**src/rtl/sguard_pkg.sv**
```systemverilog
package sguard_pkg;
  typedef enum logic [1:0] {
    CMD_WRITE = 2'd0,
    CMD_ERASE = 2'd1,
    CMD_WRAL  = 2'd2,
    CMD_ERAL  = 2'd3
  } cmd_e;

  localparam logic [1:0] OPC_EXT   = 2'b00;
  localparam logic [1:0] OPC_WRITE = 2'b01;
  localparam logic [1:0] OPC_READ  = 2'b10;
  localparam logic [1:0] OPC_ERASE = 2'b11;

  localparam logic [1:0] EXT_WRAL  = 2'b01;
  localparam logic [1:0] EXT_ERAL  = 2'b10;
endpackage

```
**src/rtl/sguard_rx.sv**
```systemverilog
module sguard_rx #(
  parameter int ADDR_W = 9,
  parameter int DATA_W = 8,
  parameter int CW     = 5
) (
  input  logic              clk,
  input  logic              rst,
  input  logic              cs_i,
  input  logic              sck_rise,
  input  logic              di_i,
  input  logic              busy,
  output logic              started,
  output logic [CW-1:0]     cnt,
  output logic [1:0]        op,
  output logic [ADDR_W-1:0] addr,
  output logic [DATA_W-1:0] data,
  output logic              start_pulse
);
  localparam int OPC_END = 2;
  localparam int ADR_END = 2 + ADDR_W;
  localparam int DAT_END = 2 + ADDR_W + DATA_W;
  localparam int CNT_SAT = DAT_END + 2;

  logic take;
  assign take        = sck_rise && cs_i && !busy;
  assign start_pulse = take && !started && di_i;

  always_ff @(posedge clk) begin
    if (rst || !cs_i) begin
      started <= 1'b0;
      cnt     <= '0;
      op      <= '0;
      addr    <= '0;
      data    <= '0;
    end else if (take) begin
      if (!started) begin
        if (di_i) begin
          started <= 1'b1;
          cnt     <= CW'(1);
        end
      end else begin
        if (cnt <= CW'(OPC_END))
          op <= {op[0], di_i};
        else if (cnt <= CW'(ADR_END))
          addr <= {addr[ADDR_W-2:0], di_i};
        else if (cnt <= CW'(DAT_END))
          data <= {data[DATA_W-2:0], di_i};
        if (cnt != CW'(CNT_SAT))
          cnt <= cnt + CW'(1);
      end
    end
  end
endmodule

```
**src/rtl/sguard_check.sv**
```systemverilog
module sguard_check
  import sguard_pkg::*;
#(
  parameter int ADDR_W = 9,
  parameter int DATA_W = 8,
  parameter int CW     = 5
) (
  input  logic              started,
  input  logic [CW-1:0]     cnt,
  input  logic [1:0]        op,
  input  logic [ADDR_W-1:0] addr,
  output logic              ok,
  output cmd_e              cmd
);
  localparam int LEN_LONG  = 3 + ADDR_W + DATA_W;
  localparam int LEN_SHORT = 3 + ADDR_W;

  logic          modifying;
  logic [CW-1:0] want;

  always_comb begin
    modifying = 1'b0;
    want      = '0;
    cmd       = CMD_WRITE;
    case (op)
      OPC_WRITE: begin
        modifying = 1'b1; want = CW'(LEN_LONG);  cmd = CMD_WRITE;
      end
      OPC_ERASE: begin
        modifying = 1'b1; want = CW'(LEN_SHORT); cmd = CMD_ERASE;
      end
      OPC_EXT: begin
        if (addr[ADDR_W-1 -: 2] == EXT_WRAL) begin
          modifying = 1'b1; want = CW'(LEN_LONG);  cmd = CMD_WRAL;
        end else if (addr[ADDR_W-1 -: 2] == EXT_ERAL) begin
          modifying = 1'b1; want = CW'(LEN_SHORT); cmd = CMD_ERAL;
        end
      end
      default: modifying = 1'b0;
    endcase
    ok = started && modifying && (cnt == want);
  end
endmodule

```
**src/rtl/sguard_status.sv**
```systemverilog
module sguard_status #(
  parameter int WR_CYCLES  = 40,
  parameter int STATUS_DLY = 4
) (
  input  logic clk,
  input  logic rst,
  input  logic cs_i,
  input  logic cs_fall,
  input  logic commit,
  input  logic start_pulse,
  output logic busy,
  output logic do_o,
  output logic do_oe_o
);
  localparam int TW = $clog2(WR_CYCLES + 1);
  localparam int SW = $clog2(STATUS_DLY + 1);

  logic [TW-1:0] tmr;
  logic [SW-1:0] sel;
  logic          armed;
  logic          settled;

  assign settled = cs_i && (sel == SW'(STATUS_DLY));

  always_ff @(posedge clk) begin
    if (rst) begin
      busy <= 1'b0;
      tmr  <= '0;
    end else if (commit) begin
      busy <= 1'b1;
      tmr  <= TW'(WR_CYCLES - 1);
    end else if (busy) begin
      if (tmr == '0) busy <= 1'b0;
      else           tmr  <= tmr - TW'(1);
    end
  end

  always_ff @(posedge clk) begin
    if (rst || !cs_i)                sel <= '0;
    else if (sel != SW'(STATUS_DLY)) sel <= sel + SW'(1);
  end

  always_ff @(posedge clk) begin
    if (rst)                                 armed <= 1'b0;
    else if (commit)                         armed <= 1'b1;
    else if (start_pulse || (cs_fall && !busy)) armed <= 1'b0;
  end

  always_ff @(posedge clk) begin
    if (rst) begin
      do_oe_o <= 1'b0;
      do_o    <= 1'b0;
    end else begin
      do_oe_o <= settled && (busy || armed);
      do_o    <= settled && !busy && armed;
    end
  end
endmodule

```
**src/rtl/sguard_top.sv**
```systemverilog
module sguard_top
  import sguard_pkg::*;
#(
  parameter int ADDR_W     = 9,
  parameter int DATA_W     = 8,
  parameter int WR_CYCLES  = 40,
  parameter int STATUS_DLY = 4
) (
  input  logic              clk,
  input  logic              rst,
  input  logic              cs_i,
  input  logic              sck_i,
  input  logic              di_i,
  output logic              do_o,
  output logic              do_oe_o,
  output logic              commit_o,
  output logic [1:0]        commit_cmd_o,
  output logic [ADDR_W-1:0] commit_addr_o,
  output logic [DATA_W-1:0] commit_data_o
);
  localparam int CW = $clog2(3 + ADDR_W + DATA_W + 2);

  logic              cs_q, sck_q;
  logic              sck_rise, cs_fall, commit_now;
  logic              busy_w, rx_started, start_pulse, ok;
  logic [CW-1:0]     rx_cnt;
  logic [1:0]        rx_op;
  logic [ADDR_W-1:0] rx_addr;
  logic [DATA_W-1:0] rx_data;
  cmd_e              cmd;

  always_ff @(posedge clk) begin
    if (rst) begin
      cs_q  <= 1'b0;
      sck_q <= 1'b0;
    end else begin
      cs_q  <= cs_i;
      sck_q <= sck_i;
    end
  end

  assign sck_rise   = sck_i && !sck_q;
  assign cs_fall    = cs_q && !cs_i;
  assign commit_now = cs_fall && !busy_w && ok;

  sguard_rx #(.ADDR_W(ADDR_W), .DATA_W(DATA_W), .CW(CW)) rx_i (
    .clk(clk), .rst(rst), .cs_i(cs_i), .sck_rise(sck_rise), .di_i(di_i),
    .busy(busy_w), .started(rx_started), .cnt(rx_cnt), .op(rx_op),
    .addr(rx_addr), .data(rx_data), .start_pulse(start_pulse)
  );

  sguard_check #(.ADDR_W(ADDR_W), .DATA_W(DATA_W), .CW(CW)) chk_i (
    .started(rx_started), .cnt(rx_cnt), .op(rx_op), .addr(rx_addr),
    .ok(ok), .cmd(cmd)
  );

  sguard_status #(.WR_CYCLES(WR_CYCLES), .STATUS_DLY(STATUS_DLY)) st_i (
    .clk(clk), .rst(rst), .cs_i(cs_i), .cs_fall(cs_fall), .commit(commit_now),
    .start_pulse(start_pulse), .busy(busy_w), .do_o(do_o), .do_oe_o(do_oe_o)
  );

  always_ff @(posedge clk) begin
    if (rst) begin
      commit_o      <= 1'b0;
      commit_cmd_o  <= '0;
      commit_addr_o <= '0;
      commit_data_o <= '0;
    end else begin
      commit_o <= commit_now;
      if (commit_now) begin
        commit_cmd_o  <= cmd;
        commit_addr_o <= rx_addr;
        commit_data_o <= rx_data;
      end
    end
  end
endmodule

```
**config.mk**
```make
export PLATFORM = sky130hd
export DESIGN_NAME = sguard_top
export DESIGN_NICKNAME = d
export VERILOG_FILES = /design/src/rtl/sguard_pkg.sv /design/src/rtl/sguard_rx.sv /design/src/rtl/sguard_check.sv /design/src/rtl/sguard_status.sv /design/src/rtl/sguard_top.sv
export SDC_FILE = /design/constraint.sdc
export NUM_CORES = 1
export LEC_CHECK = 0
export BUFFER_PORTS_ARGS = -buffer_cell sky130_fd_sc_hd__buf_4
export CAP_MARGIN = 15
export CORE_MARGIN = 8
export CORE_UTILIZATION = 55
export CTS_CLUSTER_SIZE = 12
export DETAILED_ROUTE_END_ITERATION = 8
export PLACE_DENSITY_LB_ADDON = 0.15
export REMOVE_ABC_BUFFERS = 1
export SLEW_MARGIN = 25
export SYNTH_ARGS = -nofsm -noshare
export SYNTH_HDL_FRONTEND = slang
export SYNTH_SLANG_ARGS = --single-unit
```
**constraint.sdc**
```tcl
create_clock -name clk -period 3.3 [get_ports clk]
set_clock_uncertainty 0.2 [all_clocks]
set_input_delay 0.165 -clock clk [delete_from_list [all_inputs] [get_ports clk]]
set_output_delay 0.165 -clock clk [all_outputs]
set_load 0.05 [all_outputs]
```
After elaboration in Yosys (flattened, before gate mapping) --
Cells that the tools add are included.
Word-level totals: register bits 60, input port bits 5, output and inout bits 22, logic and storage cells 93
Cells by class: $add $sub $neg 3, magnitude comparators 3, equality and inequality tests 10, mux-type cells 22, bitwise operators 3, reductions and logical operators 34
Operator list (number):
- 5-bit 2-to-1 mux | 4
- 6-bit 2-to-1 mux | 3
- 5-bit case mux with 3 select lines | 1
- 1-bit logical AND | 14
- 1-bit 2-to-1 mux | 9
- 6-bit logical NOT | 1
- 3-bit AND reduction | 2
- 2-bit nonzero test | 3
- 6-bit by 1-bit subtractor with 6-bit output, second input constant | 1
- 5-bit by 1-bit adder with 5-bit output, second input constant | 1
- 5-bit == test | 1
- 5-bit by 2-bit <= comparator with 1-bit output, second input constant | 1
- 5-bit by 4-bit <= comparator with 1-bit output, second input constant | 1
- 5-bit <= comparator, second input constant | 1
- 5-bit inequality test, second input constant | 1
- 5-bit AND reduction | 1
- 2-bit by 1-bit == test with 1-bit output, second input constant | 2
- 2-bit == test, second input constant | 2
- 1-bit logical NOT | 4
- 2-bit 2-to-1 mux | 2
- 4-bit 2-to-1 mux | 1
- 2-bit inequality test, second input constant | 2
- 2-bit case mux with 2 select lines | 1
- 2-bit AND reduction | 2
- other kinds (9) | 14

Depth between registers and ports, before layout --
Gate-level depths: netlist of run 1.
word-level depth 9, mapped depth 8, depth with buffers taken out 6

Hierarchy --
From an unflattened synthesis of run 1, not the netlist that was laid out.
Second synthesis, totals: cells, all modules 301, area, all modules 2910.3 µm²
By module, submodules not included:
- sguard_rx | times used 1, cells an instance 118, area an instance 1137.3 µm², sequential area each 500.5 µm²
- sguard_top | times used 1, cells an instance 91, area an instance 972.2 µm², sequential area each 440.4 µm²
- sguard_status | times used 1, cells an instance 69, area an instance 620.6 µm², sequential area each 260.2 µm²
- sguard_check | times used 1, cells an instance 23, area an instance 180.2 µm², sequential area each 0.0 µm²

Worst setup path after synthesis of run 1 --
OpenSTA, ideal clock, no wires.
kind register -> register, start register rx_i.cnt[0], end register rx_i.data[0], setup time 0.072 ns, arrival time 1.976 ns, required time 3.028 ns, setup slack 1.052 ns, cell stages (with the launch flop) 6, path buffers 0, period minus slack after synthesis 2.248 ns, cell sequence dfxtp_1 > ha_1 > and3b_1 > or4b_2 > a21oi_2 > mux2i_1
Between the ends: longest elaborated chain between the ends 3, elaborated cells on any way between the ends 6, classes of those cells 3 x order compare; 2 x bitwise; 1 x reduce/logical
RTL lines:
- from (decl) | RTL line sguard_rx.sv:13 | output logic [CW-1:0] cnt,
- from (signal assigned) | RTL line sguard_rx.sv:49 | cnt <= cnt + CW'(1);
- 5-bit by 2-bit <= comparator with 1-bit output / 5-bit by 4-bit <= comparator with 1-bit output (equally long branches) | RTL line sguard_rx.sv:42, sguard_rx.sv:44
- 1-bit NOT (no source line)
- 5-bit AND reduction (no source line) (*)
- to (signal assigned) | RTL line sguard_rx.sv:47 | data <= {data[DATA_W-2:0], di_i};
- to (decl) | RTL line sguard_rx.sv:16 | output logic [DATA_W-1:0] data,
Mark *: on every way between the ends. The rest lies on a longest branch, timed or not. A chain may end at the register's enable or synchronous reset.

Worst setup path after layout of run 1 --
start register rx_i.op[0], end register st_i.tmr[5]
Between the ends: longest elaborated chain between the ends 8, elaborated cells on any way between the ends 14, classes of those cells 4 x eq/ne; 3 x mux; 7 x reduce/logical
RTL lines:
- from (decl) | RTL line sguard_rx.sv:14 | output logic [1:0] op,
- from (signal assigned) | RTL line sguard_rx.sv:43 | op <= {op[0], di_i};
- branches (longest 4 deep; another with 5-bit case mux with 3 select lines)
- 1-bit logical AND (*) | RTL line sguard_check.sv:41 | ok = started && modifying && (cnt == want);
- 1-bit logical AND (*) | RTL line sguard_top.sv:44 | assign commit_now = cs_fall && !busy_w && ok;
- 2-bit inequality test (no source line) / 2-bit nonzero test (equally long branches)
- 2-bit AND reduction (no source line)
- to (signal assigned) | RTL line sguard_status.sv:31 | tmr <= TW'(WR_CYCLES - 1);
- to (signal assigned) | RTL line sguard_status.sv:34 | else tmr <= tmr - TW'(1);
- to (decl) | RTL line sguard_status.sv:18 | logic [TW-1:0] tmr;
Every way passes the cells marked *.

==> impl_summary.md, run 1 <==
Critical path
The endpoint arrival time on the critical path is 2.61 ns. The worst register-to-register path ends at st_i.tmr[5]$_SDFFE_PP0P_. The critical path goes through inv_1, ha_1, nand4b_1, a211o_1, or4_1, a21oi_1. In this design, the stage delay of the slowest critical-path cell is 0.62 ns. At the worst endpoint, the required time is 3.37 ns. The startpoint identified for the worst register-to-register timing path is rx_i.op[0]$_SDFFE_PP0P_.

The critical path's slowest cell is or4_1. The sum of buffers and inverters on the critical path is 1. The maximum fanout along the worst path is 21. The worst setup path is of the flip-flop to flip-flop kind.

The worst setup path is captured at a flip-flop. The startpoint type of the worst setup path is a flip-flop. In this run the number of cells on the critical path is 6. The setup check on the worst reg-to-reg path leaves a slack of 0.76 ns. The cell count of the worst reg-to-reg path is 6.

Broken down by cell family, the worst path's largest delay share belongs to simple AND/OR/NAND/NOR gates.

Synth
The post-synthesis sequential area ratio is 0.419. The synthesized instance count is 309. Summing every instance area after synthesis gives 0.00287 mm². Yosys attributes the largest share of cell area to dfxtp_1, mux2i_1, o41ai_1. Of the total synthesized cell area, the portion taken by XOR and XNOR cells is 0.0183. The count of state elements after synthesis is 60. The synthesis warning total is 0.

The adder-cell share of the synthesized area is 0.0567. The number of enable flip-flop cells after synthesis is 0. In the synthesized netlist the dominant register cell turns out to be dfxtp_1. The area fraction in compound gates after synthesis is 0.244. The largest family of logic cells by synthesized area is compound AO/OA/AOI/OAI gates. Counting flops with an async set or reset pin after synthesis yields a share of 0. The netlist uses 48 different library cells. Measured against the total synthesized area, the mux share comes to 0.0668. Summed over all instances, the cell type with the most area after synthesis is dfxtp_1. The top cell type's share of synthesized area is 0.419. The post-synthesis average cell area is 9.28 µm².

The simple-gate share of the synthesized area is 0.139.

Placement
During placement, the flow inserted port buffers numbering 26. The total half-perimeter wirelength after legalization and detailed placement is 4120 µm. The global placement routability congestion is 0.790.

Routing
The final route contains 2,394 vias. The count of antenna-violating nets left after detailed routing is 0. Before antenna repair, the detailed router went through 4 iterations. The detail-routed via count per cell is 5.93.

The number of DRC markers after the initial detailed-route iteration is 168. The DRC violations left is 0. The detailed-route wire length is 6140 µm. The average wire length per cell after detail routing is 15.2 µm.

Hold path
The hold path startpoint is rst. The type of the most critical hold path is primary input to flip-flop. The worst hold path was traced through 2 stages. The worst hold path endpoint is sck_q$_SDFF_PP0_.

STA
The sum of negative setup slack is 0 ns. Setup violations remaining at the end of the flow were counted as 0. The final-report hold violation count is 0. Derived from the worst setup path, the maximum achievable clock frequency is 0.394 GHz. Setup repair after global routing left no endpoint under its margin. The shortest clock period the worst path allows after layout is 2.54 ns. The measured slew at the worst slew-check pin is 0.878 ns. The number of max-slew violations in the final report is 0.

In this run the tightest slew margin relative to its limit is 0.415. The ratio of final minimum period to clock period is 0.770.

Global routing
In the global route stage, overall resource usage came out at 0.168. The met3 routing resource usage after global routing is 0.0413. The via count of the first global-routing pass is 2,160. The global routing usage on met2 is 0.254. The total overflow left after global routing is 0. The first global-routing pass estimated 10,300 µm of wire.

After global routing, the most crowded layer is met2. The number of antenna violations at the first check in global routing is 0. Entering global routing, the biggest net connects 31 pins. The met1 routing resource usage after global routing is 0.218.

Run
The tool flagged a number of max-cap violations equal to 0.

Clock network
The buffers inserted during post-CTS setup optimization is 0. The clock latency of the later-clocked register in the worst-skew pair is 0.34 ns. TritonCTS built the clock tree. Counting every sink on the clock net gives 60.

The TritonCTS buffer count is 9. The CTS clock-pin slew for the worst setup and hold paths is 0.07 ns. The tree is rooted in a clkbuf_8. The level count of the clock H-tree is 3. Once the clock tree was built, the resizer swapped 0 gates to a different size. The largest buffer count on any clock path is 2.

Power
The switching power share of the total is 0.227. The power dissipated by switching net loads is 0.302 mW. The combinational group share of total power is 0.024. Dividing total power by cell area gives a power density of 406 mW/mm².

The sequential share of power is 0.550. Of the total power, the clock network draws 0.426. The standby leakage power is 1.14 nW. The maximum vdd drop is 0.261 mV. The internal power component is 1.03 mW.

The total power draw is 1.33 mW.

Final layout
Of the cells placed in the final design, the portion with a size suffix greater than 1 is 0.159. After filler insertion, the fill cell instance count of the layout stands at 448. The net count of the finished layout is 347. The area overhead of the layout relative to synthesis is 14.1%. The number of diodes is 0.

Die
The number of rows in the core area is 26. The die span in x is 88.2 µm. The effective utilization at floorplan is 0.565. The area enclosed by the die boundary is 0.00778 mm². Measured along the y axis, the die boundary spans 88.2 µm.

The top-level port count is 27. After floorplanning, the core was sized to cover 0.00507 mm².

Run status
The flow ran to the end, and the final reports show no timing, DRC or antenna violations.
what timing repair did:
action                                 in CTS  in global routing
setup endpoints to repair                   0                  0
hold buffers                                2                  0
endpoints found under the hold margin       5                  0
cell families (layout without fill, tap and decap cells):
kind of cell               count (synthesis)  count (layout)
buffers and inverters                     38              63
and+or+nand+nor                           75              75
adders and majority gates                 13              13
muxes                                     19              19
DFF                                       60              60
xor gates and xnor gates                   6               6
AOI/OAI and AO/OA                         98              98
cell type report:
class,count,area (µm²),share of cell area
multi-input cells,211,1500,0.460
flip-flops and latches,60,1200,0.367
repair buffers,34,260,0.0796
clock buffers,11,141,0.0432
well taps,70,87.6,0.0268
inverters,13,48.8,0.0149
clock inverters,5,27.5,0.00842
synth_stat cells (all sizes together) (2+ instances only):
| cell type | instances |
|---|---|
| nand3b | 2 |
| o41ai | 20 |
| and3 | 2 |
| clkbuf | 19 |
| nor4 | 2 |
| nand3 | 5 |
| nor2 | 11 |
| dfxtp | 60 |
| a2bb2oi | 2 |
| nand2 | 26 |
| nor3 | 6 |
| a21oi | 35 |
| buf | 6 |
| nor2b | 2 |
| nand2b | 6 |
| and3b | 2 |
| xnor2 | 5 |
| inv | 13 |
| nand4 | 2 |
| o21ai | 7 |
| a211oi | 5 |
| mux2i | 18 |
| o2111ai | 19 |
| ha | 13 |
flip-flops by register name, indices dropped and copies added, names as in the netlist:
name / cells
commit_data_o: 8
st_i.tmr: 6
commit_o: 1
rx_i.data: 8
rx_i.op: 2
st_i.armed: 1
rx_i.addr: 9
st_i.do_o: 1
sck_q: 1
commit_cmd_o: 2
st_i.sel: 3
cs_q: 1
rx_i.started: 1
st_i.busy: 1
commit_addr_o: 9
rx_i.cnt: 5
st_i.do_oe_o: 1
power by group through the flow:
stage | Clock, mW | Combinational [mW] | Sequential (mW)
after floorplan | 0 | 0.0157 | 0.745
after global placement | 0 | 0.0304 | 0.746
after detailed placement | 0 | 0.0305 | 0.746
after CTS | 0.578 | 0.0325 | 0.729
after global routing | 0.613 | 0.0359 | 0.729
final | 0.565 | 0.0323 | 0.729
how the worst max path moves through the flow:
stage                                   start                       endpoint  slack (ns)
floorplan             rx_i.op[0]$_SDFFE_PP0P_  commit_addr_o[0]$_SDFFE_PP0P_        0.83
global placement    rx_i.addr[7]$_SDFFE_PP0P_       st_i.tmr[5]$_SDFFE_PP0P_        0.89
detailed placement    rx_i.op[0]$_SDFFE_PP0P_        st_i.armed$_SDFFE_PP0P_        0.79
CTS                   rx_i.op[0]$_SDFFE_PP0P_       st_i.tmr[5]$_SDFFE_PP0P_        0.77
global route          rx_i.op[0]$_SDFFE_PP0P_        st_i.armed$_SDFFE_PP0P_        0.59
finish                rx_i.op[0]$_SDFFE_PP0P_       st_i.tmr[5]$_SDFFE_PP0P_        0.76
metrics by stage:
step	setup WS, ns	cells	hold WS [ns]	instance area [µm²]	util
6_report	0.759	404	0.00441	3270	0.644
5_1_grt	0.588	404	0.0265	3270	0.644
4_1_cts	0.765	404	0.00295	3270	0.644
3_5_place_dp	0.793	386	0.201	3080	0.607
3_3_place_gp	0.892	386	0.203	3080	0.607
2_1_floorplan	0.829	284	0.0341	2750	-
cell usage in the layout, fill, tap and decap left out, types with 5 or more instances in the layout:
cell type and n:
dfxtp_1 60, a21oi_1 34, buf_4 32, nand2_1 26
o41ai_1 20, o2111ai_1 19, mux2i_1 18, inv_1 13
ha_1 13, nor2_1 11, clkbuf_8 10, o21ai_0 7
nand2b_1 6, nor3_1 6, xnor2_1 5, nand3_1 5
per-layer routing:
metal / wire, µm / vias to the layer above / share of wire
met5: 0 / - / 0
met4: 99 / 0 / 0.016
met3: 389 / 10 / 0.063
met2: 2720 / 64 / 0.44
met1: 2930 / 1117 / 0.48
li1: - / 1203 / -
(Power assumes the default switching activity.)
==> run 2: changes to the inputs <==
--- a/config.mk
+++ b/config.mk
@@ -5,6 +5,7 @@
 export SDC_FILE = /design/constraint.sdc
 export NUM_CORES = 1
 export LEC_CHECK = 0
+export ABC_AREA = 1
 export BUFFER_PORTS_ARGS = -buffer_cell sky130_fd_sc_hd__buf_4
 export CAP_MARGIN = 15
 export CORE_MARGIN = 8
==> constraint.sdc (replaced) <==
create_clock -name clk -period 2.42 [get_ports clk]
set_clock_uncertainty 0.2 [all_clocks]
set_input_delay 0.121 -clock clk [delete_from_list [all_inputs] [get_ports clk]]
set_output_delay 0.121 -clock clk [all_outputs]
set_load 0.05 [all_outputs]
==> impl_summary.md, run 2 <==
Final layout
The number of diodes is 0. The library cell used most frequently in the layout, excluding fill and tap cells, is nand2_1. For this run, the post-layout net count is 417. In the final layout, the registers with the most flip-flops are commit_addr_o x9, rx_i.addr x9. With fillers left out, the area of the finished cells amounts to 0.00325 mm².

The fraction of layout cells with a size suffix above 1 is 0.169. The area overhead of the layout relative to synthesis is 17.6%. The library cells used most frequently in the layout, excluding fill and tap cells, are nand2_1, dfxtp_1, nor2_1. The post-route non-filler standard cell count is 470.

Placement
The quantity of I/O buffers inserted on ports is 26. The placed instances occupy a cell area of 0.00300 mm². Including well taps, the total number of placed cells is 451. Routability-driven placement finished with a final weighted congestion of 0.883. The wire-length estimate of the detail-placed layout is 3880 µm.

Synth
Counting flops with a built-in enable in the synthesized netlist gives 0. In the synthesized netlist the dominant register cell turns out to be dfxtp_1. The most frequent cell after synthesis is nand2_1. Of the total synthesized cell area, the portion taken by XOR and XNOR cells is 0.0190. The area fraction in compound gates after synthesis was 0.0956. The post-synthesis sequential area ratio is 0.435. The largest area contributor in the synthesized netlist is dfxtp_1. The adder-cell share of the synthesized area is 0.0589. Averaged over all synthesized cells, the footprint is 7.58 µm². The mapped cell area is 0.00276 mm².

For this run, asynchronously set or reset flops after synthesis account for 0. The synthesis warning total is 0. By area, the combinational part of the netlist is dominated by simple AND/OR/NAND/NOR gates. Of the total synthesized cell area, the portion taken by AND, OR, NAND and NOR gates is 0.304. Synthesis produced 364 cells. The number of different library cells used by synthesis comes to 32.

In the synthesized netlist, the cells that appear most often are nand2_1, dfxtp_1, nor2_1. Of the post-synthesis cell area, the dominant cell type holds 0.435. The portion of synthesized area spent on multiplexers is 0. The count of state elements after synthesis is 60. Yosys attributes the largest share of cell area to dfxtp_1, nand2_1, nor2_1.

Hold path
The depth of the worst hold-timing path is 2. The type of the most critical hold path is flip-flop to flip-flop. The worst hold path endpoint is commit_addr_o[6]$_SDFFE_PP0P_. The hold path startpoint is rx_i.addr[6]$_SDFFE_PP0P_.

Power
For this design the total switching power over the nets is 0.413 mW. The clock group share of total power is 0.470. The internal power component is 1.57 mW.

Of the total power, combinational logic draws 0.027. The worst-case IR drop observed on VDD is 0.392 mV. The switching power share of the total is 0.209. The sequential share of power is 0.503.

The cell area power density is 610 mW/mm². For this design the static power due to leakage is 1.43 nW.

Global routing
The number of antenna violations at the first check in global routing is 0. Across every metal layer, demand over resource in global routing totals 0.162. The via count of the first global-routing pass is 2,147. Entering global routing, the biggest net connects 25 pins.

Summed over all layers, the global routing overflow is 0. The first global-routing pass estimated 9710 µm of wire.

Die
The die span in x is 86.8 µm. For this configuration, the core starts out at a cell density of 0.577. The top-level port count is 27.

Row generation in the floorplan step produced 25 rows. The core area is 0.00479 mm². The area enclosed by the die boundary is 0.00754 mm². The floorplan step set the die height to 86.8 µm.

Routing
The average wire length per cell after detail routing is 11.8 µm. The detailed-route wire length is 5520 µm. In the routed design, unresolved DRC markers number 0.

The via count is 2,298. The count of nets left with antenna violations once routing finished came out at 0. Dividing the detail-routed via count by the number of cells gives 4.89.

The total iterations of the first detailed-routing run is 4. For this block, the initial DRC count from the detailed router was 95.

STA
The number of setup violations in the final report is 0. Static timing analysis puts the maximum clock frequency at 0.498 GHz. Dividing the final minimum period by the clock period gives 0.829. For the pin with the worst max-slew slack, the measured transition is 0.556 ns.

The remaining max-slew budget at the tightest pin is 0.626. The final-report hold violation count is 0. After routing, the total negative slack on setup checks comes to 0 ns.

Setup repair after global routing left no endpoint under its margin. The number of max-slew violations in the final report is 0. After layout, the minimum clock period comes to 2.01 ns.

Critical path
The cell seen most often among critical-path stages is nand2_1. The worst reg2reg path startpoint is rx_i.op[0]$_SDFFE_PP0P_. In this run the critical register-to-register path is captured at commit_addr_o[4]$_SDFFE_PP0P_. Counting both buffers and inverters, the worst setup path holds a total of 2. The number of cells on the worst reg-to-reg path is 11. In this run the worst path has a maximum fanout of 14.

The signal on the critical path passes through inv_1, ha_1, nand2_1, nand2_1, nand2_1, nand2_1, nand2_1, nand4_4, clkinv_2, nand2_1, nand2_1. STA classifies the critical path endpoint as a flip-flop. The worst setup path is of the flip-flop to flip-flop kind. The category of cells accounting for the largest share of critical-path delay is simple AND/OR/NAND/NOR gates. On the worst path, the slowest cell contributes a delay of 0.37 ns. The reg-to-reg setup timing slack is 0.41 ns. The endpoint arrival time on the critical path is 2.09 ns. Data on the critical path is required at its endpoint by 2.50 ns.

The slowest stage of the critical path belongs to the cell dfxtp_1. The startpoint type of the worst setup path is a flip-flop.

Clock network
The largest buffer count on any clock path is 2. Gates resized during post-CTS repair numbered 0. At the later pin of the worst-skew pair, clock insertion delay measures 0.33 ns. The TritonCTS buffer count is 9. The CTS clock-pin slew for the worst setup and hold paths is 0.07 ns. The CTS tree is built.

The cell sitting at the root of the clock tree is a clkbuf_8. The total number of clock tree sinks is 60. The level count of the clock H-tree is 3.

Run
Max-cap violations in this run came to 0.

Run status
The run finished with clean final reports.
## run 2: cell types whose count changed after synthesis, sizes merged, moves of 6 or more
| cell | previous run | this run |
|---|---|---|
| a21oi | 35 | 14 |
| nand2 | 26 | 79 |
| nand2b | 6 | 0 |
| nor2 | 11 | 61 |
| nand3 | 5 | 37 |
| inv | 13 | 44 |
| o41ai | 20 | 0 |
| o2111ai | 19 | 0 |
| clkbuf | 19 | 2 |
| o21ai | 7 | 28 |
| mux2i | 18 | 0 |
## run 2: how the worst max path moves through the flow
| stage | from | end | slack [ns] | cells after the start |
|---|---|---|---|---|
| 2_1_floorplan | rx_i.addr[7]$_SDFFE_PP0P_ | commit_addr_o[0]$_SDFFE_PP0P_ | 0.64 | 9 |
| 3_3_place_gp | rx_i.op[1]$_SDFFE_PP0P_ | commit_cmd_o[0]$_SDFFE_PP0P_ | 0.49 | 11 |
| 3_5_place_dp | rx_i.op[0]$_SDFFE_PP0P_ | commit_addr_o[4]$_SDFFE_PP0P_ | 0.42 | 11 |
| 4_1_cts | rx_i.op[0]$_SDFFE_PP0P_ | commit_addr_o[4]$_SDFFE_PP0P_ | 0.40 | 11 |
| 5_1_grt | rx_i.op[0]$_SDFFE_PP0P_ | commit_addr_o[5]$_SDFFE_PP0P_ | 0.16 | 11 |
| 6_report | rx_i.op[0]$_SDFFE_PP0P_ | commit_addr_o[4]$_SDFFE_PP0P_ | 0.41 | 11 |
## run 2: cells by family (layout without fill, tap and decap cells)
| group | count (synthesis) | count (layout) |
|---|---|---|
| xor gates and xnor gates | 6 | 6 |
| and+or+nand+nor | 186 | 186 |
| adders and majority gates | 13 | 13 |
| AOI/OAI and AO/OA | 44 | 44 |
| buffers and inverters | 55 | 94 |
| DFF | 60 | 60 |
## run 2: layout make-up
type	count	area (µm²)
fill	421	1540
sequential	60	1200
inverter	46	175
multi-input combinational	249	1320
clock buffer	12	165
timing repair buffer	33	258
tap	67	83.8
clock inverter	3	45.0
## run 2: stage by stage
step	worst slack (ns)	power [mW]	hold slack (ns)	util
floorplan	0.640	1.04	-0.0166	-
global placement	0.490	1.07	0.139	0.626
detailed placement	0.415	1.07	0.143	0.626
CTS	0.398	2.00	0.262	0.678
global route	0.163	2.05	0.292	0.678
finish	0.413	1.98	0.268	0.678
## run 2: worst min-delay path, delay by kind of cell (launching register included)
family,cells,cell delay [ns]
flops,1,0.32
simple gates,2,0.11
## run 2: per-layer routing
| layer | routed length, µm | vias up | global-route usage |
|---|---|---|---|
| met1 | 2640 | 1041 | 0.193 |
| met2 | 2620 | 24 | 0.265 |
| li1 | - | 1223 | - |
| met4 | 96 | 0 | 0.0798 |
| met5 | 0 | - | 0 |
| met3 | 167 | 10 | 0.0406 |
## run 2: what timing repair did
action                                 CTS  global route
endpoints found under the hold margin    9             0
setup endpoints to repair                0             0
hold buffers                             4             0
buffers inserted                         0             0
## run 2: power groups by stage
stage	registers [mW]	logic (mW)	clock network (mW)
after global placement	1.02	0.0484	0
after CTS	0.995	0.0546	0.949
final	0.995	0.0544	0.930
after floorplan	1.02	0.0275	0
after global routing	0.995	0.0621	0.990
after detailed placement	1.02	0.0490	0
==> run 3: changes to the inputs <==
--- a/config.mk
+++ b/config.mk
@@ -5,11 +5,11 @@
 export SDC_FILE = /design/constraint.sdc
 export NUM_CORES = 1
 export LEC_CHECK = 0
-export ABC_AREA = 1
+export ABC_AREA = 0
 export BUFFER_PORTS_ARGS = -buffer_cell sky130_fd_sc_hd__buf_4
 export CAP_MARGIN = 15
 export CORE_MARGIN = 8
-export CORE_UTILIZATION = 55
+export CORE_UTILIZATION = 53
 export CTS_CLUSTER_SIZE = 12
 export DETAILED_ROUTE_END_ITERATION = 8
 export PLACE_DENSITY_LB_ADDON = 0.15
==> constraint.sdc (replaced) <==
create_clock -name clk -period 1.8 [get_ports clk]
set_clock_uncertainty 0.2 [all_clocks]
set_input_delay 0.09 -clock clk [delete_from_list [all_inputs] [get_ports clk]]
set_output_delay 0.09 -clock clk [all_outputs]
set_load 0.05 [all_outputs]
==> impl_summary.md, run 3 (synthesized netlist as in run 1, its figures left out) <==
Final layout
Of the cells placed in the final design, the portion with a size suffix greater than 1 is 0.479. The most frequent standard cell in the layout excluding fill and tap cells is buf_4. The multi-input combinational cells in the finished layout cover a total of 0.00209 mm².

The post-route non-filler standard cell count is 471. Compared with the post-synthesis result, the final layout area differs by 59.1%. The count of nets after finishing is 414.

The largest registers in the layout are commit_addr_o x9, rx_i.addr x9. With fillers left out, the area of the finished cells amounts to 0.00456 mm². 0 antenna diodes ended up in the layout. In the layout the commonest cells are buf_4, dfxtp_1, a21oi_1. The area taken by flip-flops and latches is 0.00121 mm². The filler cells instantiated in the layout total 216.

Power
Power spread over the standard cell area amounts to 596 mW/mm². Internal power comes to 2.08 mW. Of the total power, registers draw 0.491. IR analysis of the VDD net gives a maximum drop of 0.978 mV.

The power dissipated by switching net loads is 0.633 mW. The clock group share of total power is 0.471. Of the total power, combinational logic draws 0.038. The total power draw is 2.72 mW. The switching power share of the total is 0.233. The analysis attributes to cell leakage a power of 1.61 nW.

Routing
Dividing the detail-routed via count by the number of cells gives 7.01. The first routing iteration left 340 violations. The DRC violations left is 0.

The detailed-route wire length is 12,200 µm. The detail route stage leaves a number of antenna-violating nets equal to 0. Detailed routing inserted a total of 3,301 vias.

The total iterations of the first detailed-routing run is 5. The average wire length per cell after detail routing is 25.9 µm.

Die
The die span in y is 89.5 µm. The floorplan has 26 rows. The area enclosed by the die boundary is 0.00802 mm². The effective utilization at floorplan is 0.554. The top-level port count is 27. The die span in x is 89.5 µm. The core area is 0.00517 mm².

Critical path
The worst setup path is captured at a flip-flop. The startpoint type of the worst setup path is a flip-flop. Of all nets on the critical path, the largest fanout is 4.

Data on the critical path is required at its endpoint by 1.87 ns. The critical path class is flip-flop to flip-flop. The endpoint arrival time on the critical path is 2.33 ns.

STA
For this run, the top clock speed supported by timing is 0.443 GHz. The worst slack on hold paths is 0.0774 ns. In this run the tightest slew margin relative to its limit is 0.652. The final-report hold violation count is 0.

The ratio of final minimum period to clock period is 1.25. Setup repair after global routing could not meet its margin everywhere. The measured slew at the worst slew-check pin is 0.520 ns. Setup violations remaining at the end of the flow were counted as 49. The number of max-slew violations in the final report is 0. Setup slack on the critical path of the routed design comes to -0.457 ns. The shortest clock period the worst path allows after layout is 2.26 ns.

Clock network
The level count of the clock H-tree is 3. The total number of clock tree sinks is 60. TritonCTS built the clock tree.

The root buffer cell is clkbuf_8. The CTS clock-pin slew for the worst setup and hold paths is 0.07 ns. For the worst-skew pair, the clock arrives at the later sink with an insertion delay of 0.35 ns. The clock passes through at most 2 buffers. In this run, CTS created clock tree buffers numbering 9.

Global routing
Across every metal layer, demand over resource in global routing totals 0.246. Entering global routing, the biggest net connects 31 pins. The total overflow left after global routing is 0.

The first-pass GRT wire length is 14,800 µm. The via count of the first global-routing pass is 2,936. The number of antenna violations at the first check in global routing is 0.

Run
The max-cap check violation count is 0.

Placement
The total half-perimeter wirelength after legalization and detailed placement is 5160 µm. During placement, the flow inserted port buffers numbering 26. Once placement completed, the tool counted placed cells totaling 434. The congestion estimate from routability-driven global placement came to 0.823. The minimum setup slack after placement is -0.372 ns. The placed standard-cell area is 0.00347 mm².

Hold path
The type of the most critical hold path is primary input to flip-flop.

Run status
The checks that failed: setup timing. The flow ran to the end, but the final reports show violations.
-- run 3: cell count changes in the layout (fill, tap and decap cells not counted), moves of 15 or more --
cell,change
nand3_1,-28
o41ai_2,+15
nor2_1,-47
a21oi_1,+15
o21ai_0,-15
nand2_1,-52
buf_4,+42
inv_1,-34
buf_6,+19
-- run 3: path summary, 6_finish.rpt --
check,start,to,slack (ns),depth (start not counted)
max,rx_i.op[0]$_SDFFE_PP0P_,commit_addr_o[6]$_SDFFE_PP0P_,-0.46,8
min reg2reg,commit_data_o[2]$_SDFFE_PP0P_,commit_data_o[2]$_SDFFE_PP0P_,0.27,2
min,cs_i,commit_o$_SDFF_PP0_,0.08,5
max reg2reg,rx_i.op[0]$_SDFFE_PP0P_,commit_addr_o[6]$_SDFFE_PP0P_,-0.46,8
-- run 3: cell type report --
type / instances / area share
multi-input combinational: 211 / 0.458
clock inverter: 4 / 0.0104
sequential: 60 / 0.266
timing repair buffer: 101 / 0.200
inverter: 13 / 0.0123
clock buffer: 12 / 0.0340
tap: 70 / 0.0192
-- run 3: what timing repair did --
item | 4_1_cts | 5_1_grt
pin swaps | 14 | 13
resized for setup | 98 | 45
hold buffers | 4 | 0
endpoints found under the setup margin | 46 | 50
cloned | 7 | 3
setup buffers | 3 | 4
hold endpoints to repair | 33 | 0
-- run 3: critical path: stages, from the launching register on --
cell	delay [ns]
dfxtp_4	0.37
inv_4	0.05
ha_4	0.14
nand4b_1	0.24
buf_4	0.20
a211oi_4	0.32
buf_2	0.24
o2111ai_1	0.18
a21oi_1	0.23
-- run 3: layer usage --
layer | up-vias | wire length (µm) | global-route usage
li1 | 1340 | - | -
met5 | - | 0 | 0
met4 | 0 | 841 | 0.0952
met2 | 282 | 5900 | 0.429
met1 | 1586 | 4260 | 0.275
met3 | 93 | 1190 | 0.0689
-- run 3: power groups by stage --
stage	Clock (mW)	Sequential, mW	Combinational, mW
4_1_cts	1.24	1.34	0.0878
3_5_place_dp	0	1.37	0.0742
2_1_floorplan	0	1.37	0.0287
3_3_place_gp	0	1.37	0.0724
5_1_grt	1.33	1.33	0.109
6_report	1.28	1.33	0.103
-- run 3: through the flow --
stage | TNS (ns) | util
global route | -13.59 | 0.882
detailed placement | -11.02 | 0.670
finish | -11.02 | 0.882
global placement | -7.90 | 0.670
CTS | -4.73 | 0.822
floorplan | -20.53 | -
